`config.mk`:
```
export PLATFORM = sky130hd
export DESIGN_NAME = pit_channel
export DESIGN_NICKNAME = d
export VERILOG_FILES = /design/src/rtl/pit_pkg.sv /design/src/rtl/pit_dec1.sv /design/src/rtl/pit_gate_edge.sv /design/src/rtl/pit_channel.sv
export SDC_FILE = /design/constraint.sdc
export NUM_CORES = 1
export LEC_CHECK = 0
export BUFFER_PORTS_ARGS = -buffer_cell sky130_fd_sc_hd__buf_2
export CAP_MARGIN = 20
export CORE_MARGIN = 2
export CORE_UTILIZATION = 53
export CTS_CLUSTER_SIZE = 20
export DETAILED_ROUTE_END_ITERATION = 8
export PLACE_DENSITY = 0.77
export SYNTH_ARGS = -nofsm -noshare
export SYNTH_HDL_FRONTEND = slang
export SYNTH_SLANG_ARGS = --single-unit
export TNS_END_PERCENT = 30
```
`constraint.sdc`:
```
create_clock -name clk_i -period 2.8 [get_ports clk_i]
set_clock_uncertainty 0.1 [all_clocks]
set_input_delay 0.14 -clock clk_i [delete_from_list [all_inputs] [get_ports clk_i]]
set_output_delay 0.14 -clock clk_i [all_outputs]
set_load 0.005 [all_outputs]
```
`src/rtl/pit_pkg.sv`:
```
package pit_pkg;
  typedef enum logic [2:0] {
    M_TC_INT    = 3'd0,
    M_ONESHOT   = 3'd1,
    M_RATE      = 3'd2,
    M_SQUARE    = 3'd3,
    M_SW_STROBE = 3'd4,
    M_HW_STROBE = 3'd5
  } pit_mode_e;

  // codes 6 and 7 fold onto 2 and 3
  function automatic pit_mode_e norm_mode(logic [2:0] m);
    return m[1] ? pit_mode_e'({1'b0, m[1:0]}) : pit_mode_e'(m);
  endfunction
endpackage

```
`src/rtl/pit_dec1.sv`:
```
module pit_dec1 #(
  parameter int W = 16
) (
  input  logic [W-1:0] val_i,
  input  logic         bcd_i,
  output logic [W-1:0] res_o
);
  localparam int ND = W / 4;

  logic [ND-1:0] brw;
  logic [W-1:0]  bcd_res;

  assign brw[0] = 1'b1;

  for (genvar d = 0; d < ND; d++) begin : g_dig
    logic [3:0] dig;
    assign dig = val_i[4*d +: 4];
    assign bcd_res[4*d +: 4] = !brw[d]      ? dig  :
                               (dig == 4'd0) ? 4'd9 : dig - 4'd1;
    if (d < ND - 1) begin : g_brw
      assign brw[d+1] = brw[d] && (dig == 4'd0);
    end
  end

  assign res_o = bcd_i ? bcd_res : val_i - W'(1);
endmodule

```
`src/rtl/pit_gate_edge.sv`:
```
module pit_gate_edge (
  input  logic clk_i,
  input  logic rst_ni,
  input  logic en_i,
  input  logic gate_i,
  output logic rise_o
);
  logic gate_q;

  always_ff @(posedge clk_i or negedge rst_ni) begin
    if (!rst_ni)   gate_q <= 1'b0;
    else if (en_i) gate_q <= gate_i;
  end

  assign rise_o = en_i & gate_i & ~gate_q;
endmodule

```
`src/rtl/pit_channel.sv`:
```
module pit_channel
  import pit_pkg::*;
#(
  parameter int CW = 16
) (
  input  logic          clk_i,
  input  logic          rst_ni,
  input  logic          cnt_en_i,
  input  logic          gate_i,
  input  logic          ctrl_wr_i,
  input  logic [2:0]    mode_i,
  input  logic          bcd_i,
  input  logic          cnt_wr_i,
  input  logic [CW-1:0] init_cnt_i,
  output logic          out_o,
  output logic [CW-1:0] count_o
);
  localparam logic [CW-1:0] ONE = CW'(1);
  localparam logic [CW-1:0] TWO = CW'(2);

  pit_mode_e     mode_q;
  logic          bcd_q, out_q, have_q, load_pend_q, run_q, fired_q;
  logic [CW-1:0] init_q, count_q;
  logic [CW-1:0] dec_a, dec_b, dec_nxt, init_even;
  logic          gate_rise, step2, tc_one, tc_two;

  pit_dec1 #(.W(CW)) i_dec_a (.val_i(count_q), .bcd_i(bcd_q), .res_o(dec_a));
  pit_dec1 #(.W(CW)) i_dec_b (.val_i(dec_a),   .bcd_i(bcd_q), .res_o(dec_b));

  pit_gate_edge i_gate_edge (
    .clk_i (clk_i),
    .rst_ni(rst_ni),
    .en_i  (cnt_en_i),
    .gate_i(gate_i),
    .rise_o(gate_rise)
  );

  // square wave steps by two from an even value
  assign step2     = (mode_q == M_SQUARE) && !count_q[0];
  assign dec_nxt   = step2 ? dec_b : dec_a;
  assign tc_one    = (count_q == ONE);
  assign tc_two    = (count_q == TWO);
  assign init_even = {init_q[CW-1:1], 1'b0};

  always_ff @(posedge clk_i or negedge rst_ni) begin
    if (!rst_ni) begin
      mode_q      <= M_TC_INT;
      bcd_q       <= 1'b0;
      out_q       <= 1'b0;
      have_q      <= 1'b0;
      load_pend_q <= 1'b0;
      run_q       <= 1'b0;
      fired_q     <= 1'b0;
      init_q      <= '0;
      count_q     <= '0;
    end else if (ctrl_wr_i) begin
      mode_q      <= norm_mode(mode_i);
      bcd_q       <= bcd_i;
      out_q       <= (norm_mode(mode_i) != M_TC_INT);
      have_q      <= 1'b0;
      load_pend_q <= 1'b0;
      run_q       <= 1'b0;
      fired_q     <= 1'b0;
    end else if (cnt_wr_i) begin
      init_q <= init_cnt_i;
      have_q <= 1'b1;
      if (mode_q inside {M_TC_INT, M_RATE, M_SQUARE, M_SW_STROBE}) load_pend_q <= 1'b1;
      if (mode_q == M_TC_INT) out_q <= 1'b0;
    end else if (cnt_en_i) begin
      if (load_pend_q) begin
        load_pend_q <= 1'b0;
        run_q       <= 1'b1;
        fired_q     <= 1'b0;
        count_q     <= init_q;
        out_q       <= (mode_q != M_TC_INT);
      end else begin
        unique case (mode_q)
          M_TC_INT: begin
            if (run_q && gate_i) begin
              count_q <= dec_nxt;
              if (tc_one) out_q <= 1'b1;
            end
          end
          M_ONESHOT: begin
            if (gate_rise && have_q) begin
              count_q <= init_q;
              run_q   <= 1'b1;
              out_q   <= 1'b0;
            end else if (run_q) begin
              count_q <= dec_nxt;
              if (tc_one) out_q <= 1'b1;
            end
          end
          M_RATE: begin
            if (gate_rise && run_q) begin
              count_q <= init_q;
              out_q   <= 1'b1;
            end else if (!gate_i) begin
              out_q <= 1'b1;
            end else if (run_q) begin
              if (tc_one) begin
                count_q <= init_q;
                out_q   <= 1'b1;
              end else begin
                count_q <= dec_nxt;
                out_q   <= !tc_two;
              end
            end
          end
          M_SQUARE: begin
            if (gate_rise && run_q) begin
              count_q <= init_q;
              out_q   <= 1'b1;
            end else if (!gate_i) begin
              out_q <= 1'b1;
            end else if (run_q) begin
              if (tc_two) begin
                out_q   <= !out_q;
                count_q <= out_q ? init_even : init_q;
              end else begin
                count_q <= dec_nxt;
              end
            end
          end
          M_SW_STROBE: begin
            if (run_q && gate_i) begin
              count_q <= dec_nxt;
              out_q   <= !(tc_one && !fired_q);
              if (tc_one) fired_q <= 1'b1;
            end else begin
              out_q <= 1'b1;
            end
          end
          M_HW_STROBE: begin
            if (gate_rise && have_q) begin
              count_q <= init_q;
              run_q   <= 1'b1;
              fired_q <= 1'b0;
              out_q   <= 1'b1;
            end else if (run_q) begin
              count_q <= dec_nxt;
              out_q   <= !(tc_one && !fired_q);
              if (tc_one) fired_q <= 1'b1;
            end
          end
          default: ;
        endcase
      end
    end
  end

  assign out_o   = out_q;
  assign count_o = count_q;
endmodule

```
* Yosys cells after proc, flatten, opt, wreduce, memory -nomap -nowiden *
Index checks and enable logic that the tools add are counted.

storage, ports and cells
  output and inout port bits = 17
  logic and storage cells = 165
  bits in registers = 42

cells by class
  bitwise logic cells = 5
  mux-type cells = 74
  equal/unequal tests = 24
  reductions and logical operators = 42
  add/sub/neg operators = 10

operators with widths
  kind                     number
  $mux W16                 15
  $pmux W16 S4             1
  $mux W4                  14
  $mux W1                  41
  $logic_not A4 Y1         8
  $sub A16 B1 Y16 const B  2
  $sub A4 B1 Y4 const B    8
  $ne A7 B6 Y1 const B     3
  $ne A4 B3 Y1 const B     5
  $eq A16 B1 Y1 const B    1
  $eq A16 B2 Y1 const B    1
  $reduce_bool A3 Y1       5
  $ne A6 B6 Y1 const B     2
  $reduce_and A10 Y1       1
  $logic_and A1 B1 Y1      9
  $reduce_and A9 Y1        1
  $reduce_bool A4 Y1       2
  $reduce_bool A8 Y1       1
  $eq A3 B2 Y1 const B     2
  $eq A3 B3 Y1 const B     2
  $ne A3 B2 Y1 const B     2
  $pmux W1 S6              1
  $logic_not A1 Y1         5
  $ne A5 B4 Y1 const B     1
  other kinds (16)         22

* Logic depth before layout (Yosys ltp) *
Gate-level depths: netlist of the first run.

  word-level depth = 17
  mapped depth = 13

* Hierarchy *
From an unflattened synthesis of the first run, not the netlist that was laid out.

second synthesis, totals
  cell total of the unflattened synthesis = 360
  area, all modules = 3,308.2 sq um

modules (own cells, without submodules)
  module               cells each  instances  area each (sq um)
  pit_channel          218         1          2,359.8
  pit_dec1 at i_dec_a  69          1          459.2
  pit_dec1 at i_dec_b  70          1          439.2
  pit_gate_edge        3           1          50.0

* Worst setup path before layout of the first run *
Ideal clock, no wire load.

  path type = reg-to-reg
  start = register count_q[0], in the netlist count_o[0]
  end = register count_q[15], in the netlist count_o[15]
  cell stages (with the launch flop) = 14
  data required time = 2,569 ps
  slack = -250 ps
  data arrival time = 2,819 ps
  cell sequence = dfrtp_1 > clkbuf_1 > inv_1 > ha_1 > buf_2 > or3b_1 > buf_2 > nor2_1 > or4b_1 > o21ai_2 > nand4b_1 > or3_1 > a31oi_1 > o21ai_1

on the way
  longest elaborated chain between the ends = 16

ends and longest elaborated chain
  item                                                                      RTL line           RTL
  from (decl)                                                               pit_channel.sv:23  logic [CW-1:0] init_q, count_q;
  from (signal assigned)                                                    pit_channel.sv:74  count_q <= init_q;
  from (signal assigned)                                                    pit_channel.sv:80  count_q <= dec_nxt;
  from (signal assigned)                                                    pit_channel.sv:86  count_q <= init_q;
  parallel branches: the longest is 14 deep, another holds $sub A16 B1 Y16  n/a
  $pmux W16 S4 (*)                                                          pit_channel.sv:77  unique case (mode_q)
  $mux W16 (*)                                                              pit_channel.sv:70  if (load_pend_q) begin

Mark *: on every way between the ends. The select of a mux whose other input is x is not followed.
A chain may end at the register's enable or synchronous reset.

* Final worst setup path of the first run *
  start = register count_q[0], in the netlist count_o[0]
  end = register count_q[13], in the netlist count_o[13]

Same word-level chain as after synthesis.

==> results.json, run 1 <==
{
  "min_to": "i_gate_edge.gate_q$_DFFE_PN0P_",
  "gr-usage-met3_pct": 3.98,
  "synth_top_area_cell": "dfrtp_1",
  "dr_total_vias": 3607,
  "synth_nets": 438,
  "grt_pass1_wl_mm": 16.7,
  "fillers": 453,
  "whs_ns": 0.00629,
  "fin_area_um2": 4340,
  "power.density_nw_per_um2": 886,
  "async_flop_share_pct": 100,
  "place_area_um2": 3830,
  "grt_pass1_vias": 3347,
  "synth_seq_area_share_pct": 31.9,
  "r2r_start": "count_o[0]$_DFFE_PN0P_",
  "cp_slowest_cell": "or3b_4",
  "synth_cell_type_count": 70,
  "cts_tree": "yes",
  "timing.final.crit_period_ns": 2.74,
  "core-area_um2": 5960,
  "drt_iter0_markers": 354,
  "die_x_um": 82.9,
  "met1_usage_pct": 43.4,
  "outcome": "finished clean",
  "ant_nets": 0,
  "ys_ff_latch": 42,
  "dr.pass1.iters": 7,
  "hold_start": "cnt_en_i",
  "grt_max_degree": 43,
  "grt_util_all_layers_pct": 29.2,
  "crit_top_cell": "mux2i_1",
  "syn-cell-area_um2": 3300,
  "dieArea_um2": 6870,
  "drive_above_1_share_pct": 29.9,
  "reg2reg_slack_ns": 0.06,
  "finalSetupTns_ns": 0,
  "area_growth_pct": 31.7,
  "period_share_pct": 97.7,
  "setup_viol": 0,
  "cpPeakStageDelay_ns": 0.46,
  "cts.path.max_buffers": 2,
  "portBuffers": 42,
  "clk_pin_slew_ns": 0.09,
  "postSynthCellCount": 407,
  "cts-root-buf": "clkbuf_8",
  "cp.arrival_ns": 2.81,
  "r2r_end": "count_o[13]$_DFFE_PN0P_",
  "fmax_mhz": 366,
  "drc": 0,
  "die_h_um": 82.9,
  "synth-main-ff-cell": "dfrtp_1",
  "grt-ovfl-total": 0,
  "path_delay_family": "simple AND/OR/NAND/NOR gates",
  "totalPowerFinal_mw": 3.85,
  "io_pins": 43,
  "required_ns": 2.88,
  "min_path_cells": 2,
  "busiest_layer": "met2",
  "crit_path_start_kind": "flip-flop",
  "antenna_cells": 0,
  "slew_headroom_pct": 35.4,
  "initial_core_util_pct": 55.4,
  "drv_slew": 0,
  "path_cells": "inv_4 > ha_4 > or3b_4 > nor2_4 > mux2i_1 > o21ai_2 > nand2_1 > nor3_1 > mux2i_1 > o31ai_1",
  "numCtsBuffers": 5,
  "routed_wl_mm": 10.3,
  "wire_per_inst_um": 18.2,
  "gp_congestion": 0.996,
  "hold_viol": 0,
  "synth.avg_cell_area_um2": 8.10,
  "rsz0062_at_grt": "yes",
  "ir_drop_uv": 506,
  "critPathMaxFanout": 7,
  "synth_edf_count": 0,
  "vias_per_cell": 6.37,
  "grt_antenna_before_repair": 0,
  "nets": 521,
  "fp-row-count": 28,
  "ys_top_cells_by_area": "dfrtp_1 32%, mux2_2 5.8%, a21oi_1 4.4%",
  "htreeDepth": 2,
  "clk_latency_ns": 0.30,
  "crit_path_end_kind": "flip-flop",
  "r2r_cells": 10,
  "tightest_slew_ns": 0.969,
  "critPathBufInv": 1,
  "post-dp-hpwl_mm": 7.21,
  "hold_path_class": "input pin to flip-flop",
  "use_met2_pct": 44.2,
  "drv_cap": 0,
  "leakagePower_nw": 1.82,
  "clock_sinks": 42,
  "yosysTopAreaCellShare_pct": 31.9,
  "path_class": "flip-flop to flip-flop",
  "synth-warning-count": 0
}
==> registers in the layout, indices dropped and copies added (netlist names) <==
| signal | cells |
|---|---|
| count_o | 16 |
| init_q | 16 |
| mode_q | 3 |
| bcd_q | 1 |
| fired_q | 1 |
| have_q | 1 |
| i_gate_edge.gate_q | 1 |
| load_pend_q | 1 |
| out_o | 1 |
| run_q | 1 |
==> repair_timing <==
| item | 4_1_cts | 5_1_grt |
|---|---|---|
| endpoints found under the setup margin | 0 | 13 |
| hold buffers | 20 | 1 |
| hold endpoints to repair | 61 | 1 |
| buffers inserted | 0 | 3 |
| gates resized for setup | 0 | 26 |
==> how the worst max path moves through the flow <==
stage	cells after the start	to	startpoint	slack, ns
floorplan	13	count_o[14]$_DFFE_PN0P_	count_o[0]$_DFFE_PN0P_	0.006
global placement	10	count_o[15]$_DFFE_PN0P_	count_o[0]$_DFFE_PN0P_	0.05
detailed placement	10	count_o[14]$_DFFE_PN0P_	count_o[0]$_DFFE_PN0P_	0.04
CTS	10	count_o[13]$_DFFE_PN0P_	count_o[0]$_DFFE_PN0P_	0.02
global route	10	count_o[15]$_DFFE_PN0P_	count_o[0]$_DFFE_PN0P_	-0.04
finish	10	count_o[13]$_DFFE_PN0P_	count_o[0]$_DFFE_PN0P_	0.06
==> cell usage in the layout (no fill, tap or decap), types with 4 or more instances in the layout <==
cell	n
a211oi_1	5
a21o_1	4
a21oi_1	28
a31oi_1	9
and3_1	5
buf_2	42
buf_4	38
clkbuf_8	5
dfrtp_1	41
dlygate4sd3_1	21
inv_1	16
mux2_2	17
mux2i_1	6
nand2_1	34
nand2b_1	6
nand3_1	8
nor2_1	35
nor3_1	12
nor4_1	7
o21a_1	5
o21ai_0	29
o31ai_1	9
or3_1	4
==> synthesized netlist by cell type (3+ instances only) <==
library cell  count
dfrtp_1          42
nor2_1           38
nand2_1          36
a21oi_1          29
o21ai_0          29
clkbuf_1         19
inv_1            17
mux2_2           17
nor3_1           14
o31ai_1          10
a31oi_1           9
nand3_1           9
nor4_1            8
buf_2             7
mux2i_1           6
nand2b_1          6
a211oi_1          5
a21o_1            5
and3_1            5
ha_1              5
o21a_1            5
or3_1             4
or4_1             4
xnor2_1           4
a22oi_1           3
nand4_1           3
nor2b_1           3
nor3b_1           3
o21ai_1           3
o22ai_1           3
o31a_1            3
o41ai_1           3
or3b_1            3
xor2_1            3
==> power breakdown <==
group / leakage, nW / switching (mW) / total (mW) / internal [mW]
clock: 0.0683 / 0.225 / 0.583 / 0.357
combinational: 1.24 / 1.35 / 2.37 / 1.02
sequential: 0.512 / 0.153 / 0.898 / 0.745
==> layer usage <==
layer	share of wire [%]	up-vias
li1	-	1678
met1	45	1695
met2	45	210
met3	7.9	24
met4	1.9	0
met5	0	-
==> kinds of logic after synthesis <==
kind of cell / after synthesis / synth area share, %
and+or+nand+nor: 153 / 24.4
AOI/OAI and AO/OA: 132 / 26.9
buffers and inverters: 45 / 5.50
DFF: 42 / 31.9
muxes: 23 / 7.63
xor gates and xnor gates: 7 / 1.86
adders and majority gates: 5 / 1.90
==> through the flow <==
step | cells | utilization, % | setup WS [ns]
2_1_floorplan | 407 | - | 0.00585
6_report | 566 | 72.9 | 0.0645
4_1_cts | 562 | 69.9 | 0.0199
3_3_place_gp | 534 | 64.2 | 0.0502
5_1_grt | 566 | 72.9 | -0.0416
3_5_place_dp | 534 | 64.2 | 0.0366
==> layout make-up <==
| class | count | area, um^2 | share of cell area (%) |
|---|---|---|---|
| inverters | 17 | 66.3 | 1.53 |
| repair buffers | 104 | 757 | 17.4 |
| clock inverters | 3 | 68.8 | 1.58 |
| multi-input cells | 320 | 2240 | 51.5 |
| well taps | 75 | 93.8 | 2.16 |
| flip-flops and latches | 42 | 1050 | 24.2 |
| clock buffers | 5 | 68.8 | 1.58 |
(Power assumes the default switching activity.)
==> inputs of run 2 (changes only) <==
Settings changed: ABC_AREA set to 1, CTS_CLUSTER_SIZE 20 to 12.
==> results.json, run 2 <==
{
  "outcome": "finished clean",
  "drt_iter0_markers": 360,
  "layout_commonest_cell": "nand2_1",
  "tightest_slew_ns": 0.951,
  "min_path_cells": 3,
  "ys_ff_latch": 42,
  "postSynthCellCount": 511,
  "ys_top_cells_by_area": "dfrtp_1 31%, nand2_1 15%, a21oi_1 6.7%",
  "post-dp-hpwl_mm": 7.19,
  "die_h_um": 84.3,
  "power_frac_seq_pct": 31.0,
  "hold_path_class": "input pin to flip-flop",
  "gp_congestion": 1.01,
  "syn-cell-area_um2": 3420,
  "crit_top_cell": "nand2_1",
  "setup_viol": 0,
  "r2r_start": "count_o[0]$_DFFE_PN0P_",
  "leakagePower_nw": 2.07,
  "numCtsBuffers": 5,
  "drive_above_1_share_pct": 19.8,
  "grt_antenna_before_repair": 0,
  "grt_util_all_layers_pct": 27.9,
  "htreeDepth": 2,
  "clk_latency_ns": 0.30,
  "io_pins": 43,
  "cp_num_cells": 18,
  "area_growth_pct": 21.2,
  "drv_slew": 0,
  "critPathMaxFanout": 6,
  "cp_slowest_cell": "dfrtp_1",
  "drv_cap": 0,
  "async_flop_share_pct": 100,
  "rsz0062_at_grt": "yes",
  "critPathBufInv": 3,
  "p_sw_share_pct": 46.1,
  "path_class": "flip-flop to flip-flop",
  "slew_headroom_pct": 36.6,
  "crit_path_end_kind": "flip-flop",
  "wire_per_inst_um": 14.4,
  "synth-warning-count": 0,
  "synth_edf_count": 0,
  "power.density_nw_per_um2": 718,
  "grt_pass1_vias": 3487,
  "p_sw_mw": 1.37,
  "portBuffers": 42,
  "path_delay_family": "simple AND/OR/NAND/NOR gates",
  "dr.pass1.iters": 5,
  "fp-row-count": 29,
  "synth_seq_area_share_pct": 30.7,
  "synth_top_area_cell": "dfrtp_1",
  "clk_pin_slew_ns": 0.08,
  "cts.path.max_buffers": 2,
  "final_cell_mix": "133 x nand2_1, 60 x inv_1, 46 x a21oi_1, 44 x nor2_1",
  "die_x_um": 84.3,
  "nets": 615,
  "ant_nets": 0,
  "core-area_um2": 6310,
  "p_int_mw": 1.61,
  "drc": 0,
  "cpPeakStageDelay_ns": 0.40,
  "clock_sinks": 42,
  "dieArea_um2": 7110,
  "path_cells": "inv_2 > ha_1 > buf_4 > nand2_4 > nor2_8 > nand2_1 > nand2_2 > nand3_2 > inv_1 > nand2_1 > nor2_2 > nand3_1 > nand2_1 > nand4_1 > nand2_1 > nand2_1 > nand2_1 > nand2_1",
  "dr_total_vias": 3714,
  "power_frac_comb_pct": 52.5,
  "pwr-share-clk_pct": 16.5,
  "vias_per_cell": 5.61,
  "initial_core_util_pct": 54.2,
  "hold_viol": 0,
  "fmax_mhz": 382,
  "timing.final.crit_period_ns": 2.61,
  "min_to": "init_q[3]$_DFFE_PN0P_",
  "reg2reg_slack_ns": 0.19,
  "synth_nets": 542,
  "finalSetupTns_ns": 0,
  "period_share_pct": 93.4,
  "routed_wl_mm": 9.53,
  "cp.arrival_ns": 2.71,
  "grt_pass1_wl_mm": 16.1,
  "synthTopCellsByCount": "134 x nand2_1, 60 x inv_1, 49 x nor2_1",
  "crit_path_start_kind": "flip-flop",
  "layout.cells.non_filler": 662,
  "antenna_cells": 0,
  "cts-root-buf": "clkbuf_8",
  "ir_drop_uv": 453,
  "synth.avg_cell_area_um2": 6.69,
  "grt-ovfl-total": 0,
  "synth-main-ff-cell": "dfrtp_1",
  "required_ns": 2.90,
  "fin_util_pct": 65.7,
  "grt_max_degree": 43,
  "hold_start": "init_cnt_i[3]",
  "synth_most_common_cell": "nand2_1",
  "synth_cell_type_count": 38,
  "r2r_cells": 18,
  "dp.cells": 632,
  "r2r_end": "count_o[15]$_DFFE_PN0P_",
  "cts_tree": "yes",
  "yosysTopAreaCellShare_pct": 30.7
}
## run 2: cell types whose count changed after synthesis, moves of 10 or more
cell and delta:
a21oi_1 +17, clkbuf_1 -15, inv_1 +43, nand2_1 +98, nand3_1 +29, nand4_1 +10
nor2_1 +11, nor3_1 -12, o21ai_0 +11
## run 2: tightest hold or removal path: stages
cell and delay, ns:
buf_2 0.09, nor2_1 0.04, a21oi_1 0.10
## run 2: per-stage QoR
step / instance area [um^2] / power (mW) / hold WS, ns / worst slack (ns)
5_1_grt: 4150 / 3.23 / 0.0449 / -0.0110
3_3_place_gp: 3780 / 2.36 / 0.231 / 0.206
3_5_place_dp: 3780 / 2.38 / 0.238 / 0.0840
2_1_floorplan: 3420 / 1.91 / -0.256 / 0.107
6_report: 4150 / 2.98 / 0.0153 / 0.185
4_1_cts: 4090 / 2.91 / 0.00403 / 0.0647
## run 2: how the worst max path moves through the flow
stage	startpoint	endpoint	slack, ns
2_1_floorplan	count_o[0]$_DFFE_PN0P_	count_o[12]$_DFFE_PN0P_	0.11
3_3_place_gp	count_o[15]$_DFFE_PN0P_	count_o[3]$_DFFE_PN0P_	0.21
3_5_place_dp	count_o[0]$_DFFE_PN0P_	count_o[12]$_DFFE_PN0P_	0.08
4_1_cts	count_o[0]$_DFFE_PN0P_	count_o[12]$_DFFE_PN0P_	0.06
5_1_grt	count_o[1]$_DFFE_PN0P_	count_o[10]$_DFFE_PN0P_	-0.01
6_report	count_o[0]$_DFFE_PN0P_	count_o[15]$_DFFE_PN0P_	0.19
## run 2: metal layers
layer,part of all wire [%],vias to the layer above,track usage (%)
met5,0,-,0
met1,44,1680,39.9
met3,9.1,20,3.64
met2,45,186,44.6
li1,-,1828,-
met4,2.2,0,7.94
## run 2: what timing repair did
action	CTS	global route
hold buffers	20	0
gates resized for setup	0	11
hold endpoints to repair	61	0
buffers inserted	0	2
setup endpoints to repair	0	15
## run 2: cells by family after synthesis
group	count (synthesis)	share of synthesized area, %
compound gates	106	17.0
flops	42	30.7
buf+inv	77	8.63
xor+xnor	7	2.34
simple gates	263	35.8
fa+ha+maj	5	1.83
mux	11	3.62
## run 2: power by group through the flow
stage          clock (mW)  combinational, mW  sequential, mW
2_1_floorplan           0              0.972           0.933
3_3_place_gp            0               1.44           0.923
3_5_place_dp            0               1.46           0.926
4_1_cts             0.502               1.49           0.914
5_1_grt             0.527               1.75           0.949
6_report            0.491               1.56           0.922
## run 2: cell type report
type | instances | area (um^2)
tap | 77 | 96.3
fill | 576 | 2170
inverter | 66 | 248
clock inverter | 3 | 45.0
timing repair buffer | 77 | 523
clock buffer | 5 | 68.8
sequential | 42 | 1050
multi-input combinational | 392 | 2110
==> inputs of run 3 (changes only) <==
Settings changed: CORE_UTILIZATION 53 to 55, PLACE_DENSITY 0.77 to 0.78, SYNTH_HIERARCHICAL set to 1.
==> results.json, run 3 <==
{
  "period_share_pct": 98.7,
  "drive_above_1_share_pct": 25.4,
  "busiest_layer": "met2",
  "layout_commonest_cell": "nand2_1",
  "ir_drop_uv": 468,
  "post-dp-hpwl_mm": 9.68,
  "gp_congestion": 0.918,
  "fmax_mhz": 362,
  "dr_total_vias": 5171,
  "portBuffers": 42,
  "synth-warning-count": 6,
  "fp-row-count": 32,
  "critPathMaxFanout": 6,
  "crit_path_end_kind": "flip-flop",
  "io_pins": 43,
  "synth_nets": 778,
  "cts_tree": "yes",
  "vias_per_cell": 5.50,
  "cpPeakStageDelay_ns": 0.48,
  "layout.cells.non_filler": 941,
  "place_area_um2": 4860,
  "r2r_cells": 19,
  "hold_path_class": "input pin to flip-flop",
  "area_growth_pct": 23.0,
  "nets": 868,
  "routed_wl_mm": 13.3,
  "drv_slew": 0,
  "synth.avg_cell_area_um2": 5.93,
  "initial_core_util_pct": 57.1,
  "grt_antenna_before_repair": 0,
  "ys_top_cells_by_area": "dfrtp_1 24%, nand2_1 23%, nand3_1 8.7%",
  "cp_slowest_cell": "dfrtp_2",
  "setup_viol": 0,
  "seq_area_um2": 1050,
  "ant_nets": 0,
  "cp.arrival_ns": 2.90,
  "gr-usage-met3_pct": 4.01,
  "synth_seq_area_share_pct": 23.7,
  "path_class": "flip-flop to flip-flop",
  "use_met2_pct": 53.6,
  "dp.cells": 903,
  "ys_ff_latch": 42,
  "met1_usage_pct": 41.0,
  "core-area_um2": 7770,
  "crit_path_start_kind": "flip-flop",
  "synth_cell_type_count": 37,
  "fillers": 693,
  "hold_start": "ctrl_wr_i",
  "async_flop_share_pct": 100,
  "drv_cap": 0,
  "die_x_um": 93.8,
  "cts.path.max_buffers": 2,
  "whs_ns": 0.0177,
  "grt_pass1_vias": 4812,
  "dieArea_um2": 8800,
  "htreeDepth": 2,
  "syn-cell-area_um2": 4440,
  "clock_sinks": 42,
  "antenna_cells": 0,
  "synth_top_area_cell": "dfrtp_1",
  "grt_util_all_layers_pct": 31.1,
  "tightest_slew_ns": 0.943,
  "fin_util_pct": 70.2,
  "synth_edf_count": 0,
  "outcome": "finished clean",
  "yosysTopAreaCellShare_pct": 23.7,
  "dr.pass1.iters": 5,
  "clk_pin_slew_ns": 0.10,
  "hold_viol": 0,
  "postSynthCellCount": 748,
  "fin_area_um2": 5460,
  "grt_max_degree": 43,
  "power.density_nw_per_um2": 970,
  "leakagePower_nw": 2.98,
  "multi_input_area_um2": 3170,
  "cts-root-buf": "clkbuf_8",
  "synth_most_common_cell": "nand2_1",
  "final_cell_mix": "260 x nand2_1, 70 x nand3_1, 69 x inv_1, 68 x nor2_1, 45 x a21oi_1",
  "timing.final.crit_period_ns": 2.76,
  "slew_headroom_pct": 37.1,
  "die_h_um": 93.8,
  "clk_latency_ns": 0.31,
  "synth-main-ff-cell": "dfrtp_1",
  "min_to": "run_q$_DFFE_PN0P_",
  "r2r_start": "count_o[2]$_DFFE_PN0P_",
  "wire_per_inst_um": 14.1,
  "reg2reg_slack_ns": 0.04,
  "grt_pass1_wl_mm": 22.2,
  "r2r_end": "count_o[14]$_DFFE_PN0P_",
  "rsz0062_at_grt": "yes",
  "drc": 0,
  "numCtsBuffers": 5,
  "synthTopCellsByCount": "273 x nand2_1, 80 x nor2_1, 77 x nand3_1",
  "drt_iter0_markers": 346,
  "path_cells": "nor2_4 > nand2_4 > o21ai_4 > nand2_2 > xnor2_2 > buf_6 > nor2_4 > nand2_4 > nor2_4 > nand3_2 > nor2_2 > nor2_1 > nand2_1 > nand3_1 > nand2_2 > nand3_2 > nand3_2 > nand2_1 > nand2_1",
  "min_path_cells": 2,
  "required_ns": 2.94,
  "grt-ovfl-total": 0
}
run 3: cell types whose count changed after synthesis, moves of 10 or more:
| cell | before | now |
|---|---|---|
| nand2_1 | 134 | 273 |
| nand3_1 | 38 | 77 |
| nor2_1 | 49 | 80 |
| o21ai_0 | 40 | 24 |
| nand2_2 | 8 | 22 |
| inv_1 | 60 | 73 |
| nor2_2 | 2 | 14 |
| mux2_2 | 11 | 1 |
run 3: worst max-delay path: cells and delay by family (launching register included):
kind	cells	cell delay (ns)
flip-flops	1	0.48
buffers and inverters	1	0.14
XOR/XNOR	1	0.15
AND/OR/NAND/NOR	16	1.60
AO/OA/AOI/OAI	1	0.24
run 3: per-stage QoR:
| stage | total power, mW | TNS, ns | worst slack [ns] |
|---|---|---|---|
| 6_report | 5.29 | 0 | 0.0368 |
| 5_1_grt | 5.72 | -0.798 | -0.116 |
| 3_3_place_gp | 4.24 | -0.0291 | -0.0157 |
| 3_5_place_dp | 4.32 | -0.269 | -0.0968 |
| 2_1_floorplan | 3.30 | 0 | 0.172 |
| 4_1_cts | 4.86 | 0 | 0.00453 |
run 3: cell type report:
| type | count | share of cell area, % |
|---|---|---|
| tap | 102 | 2.34 |
| clock buffer | 5 | 1.26 |
| sequential | 42 | 19.3 |
| timing repair buffer | 101 | 13.0 |
| inverter | 80 | 5.57 |
| clock inverter | 3 | 0.505 |
| multi-input combinational | 608 | 58.1 |
run 3: cell families (layout without fill, tap and decap cells):
logic type,count (synthesis),after routing,synth area share [%]
and+or+nand+nor,511,513,53.5
buffers and inverters,100,189,10.0
muxes,1,1,0.254
adders and majority gates,4,4,1.13
AOI/OAI and AO/OA,83,83,9.96
xor gates and xnor gates,7,7,1.38
DFF,42,42,23.7
run 3: worst max path at each step:
stage,start,to,slack [ns],depth (start not counted)
5_1_grt,count_o[2]$_DFFE_PN0P_,count_o[14]$_DFFE_PN0P_,-0.12,19
3_3_place_gp,count_o[0]$_DFFE_PN0P_,count_o[14]$_DFFE_PN0P_,-0.02,21
4_1_cts,count_o[1]$_DFFE_PN0P_,count_o[12]$_DFFE_PN0P_,0.005,21
2_1_floorplan,count_o[0]$_DFFE_PN0P_,count_o[10]$_DFFE_PN0P_,0.17,20
3_5_place_dp,count_o[0]$_DFFE_PN0P_,count_o[14]$_DFFE_PN0P_,-0.1,21
6_report,count_o[2]$_DFFE_PN0P_,count_o[14]$_DFFE_PN0P_,0.04,19
run 3: power breakdown:
part	total, mW	switching [mW]	internal (mW)	leakage (nW)
sequential	1.01	0.261	0.753	0.496
clock	0.427	0.242	0.185	0.0467
combinational	3.85	2.42	1.44	2.43
total	5.29	2.92	2.38	2.98
run 3: per-layer routing:
layer	part of all wire (%)	wire, um	vias up
met5	0	0	-
met4	1.7	229	0
met3	6.8	903	22
met2	48	6400	221
met1	43	5760	2384
li1	-	-	2544
run 3: what timing repair did:
action                                 4_1_cts  5_1_grt
hold buffers                                20        0
buffers inserted                             1        7
cloned                                       1        1
resized for setup                            8       58
setup endpoints to repair                    7       13
pin swaps                                    4       35
endpoints found under the hold margin       61        0
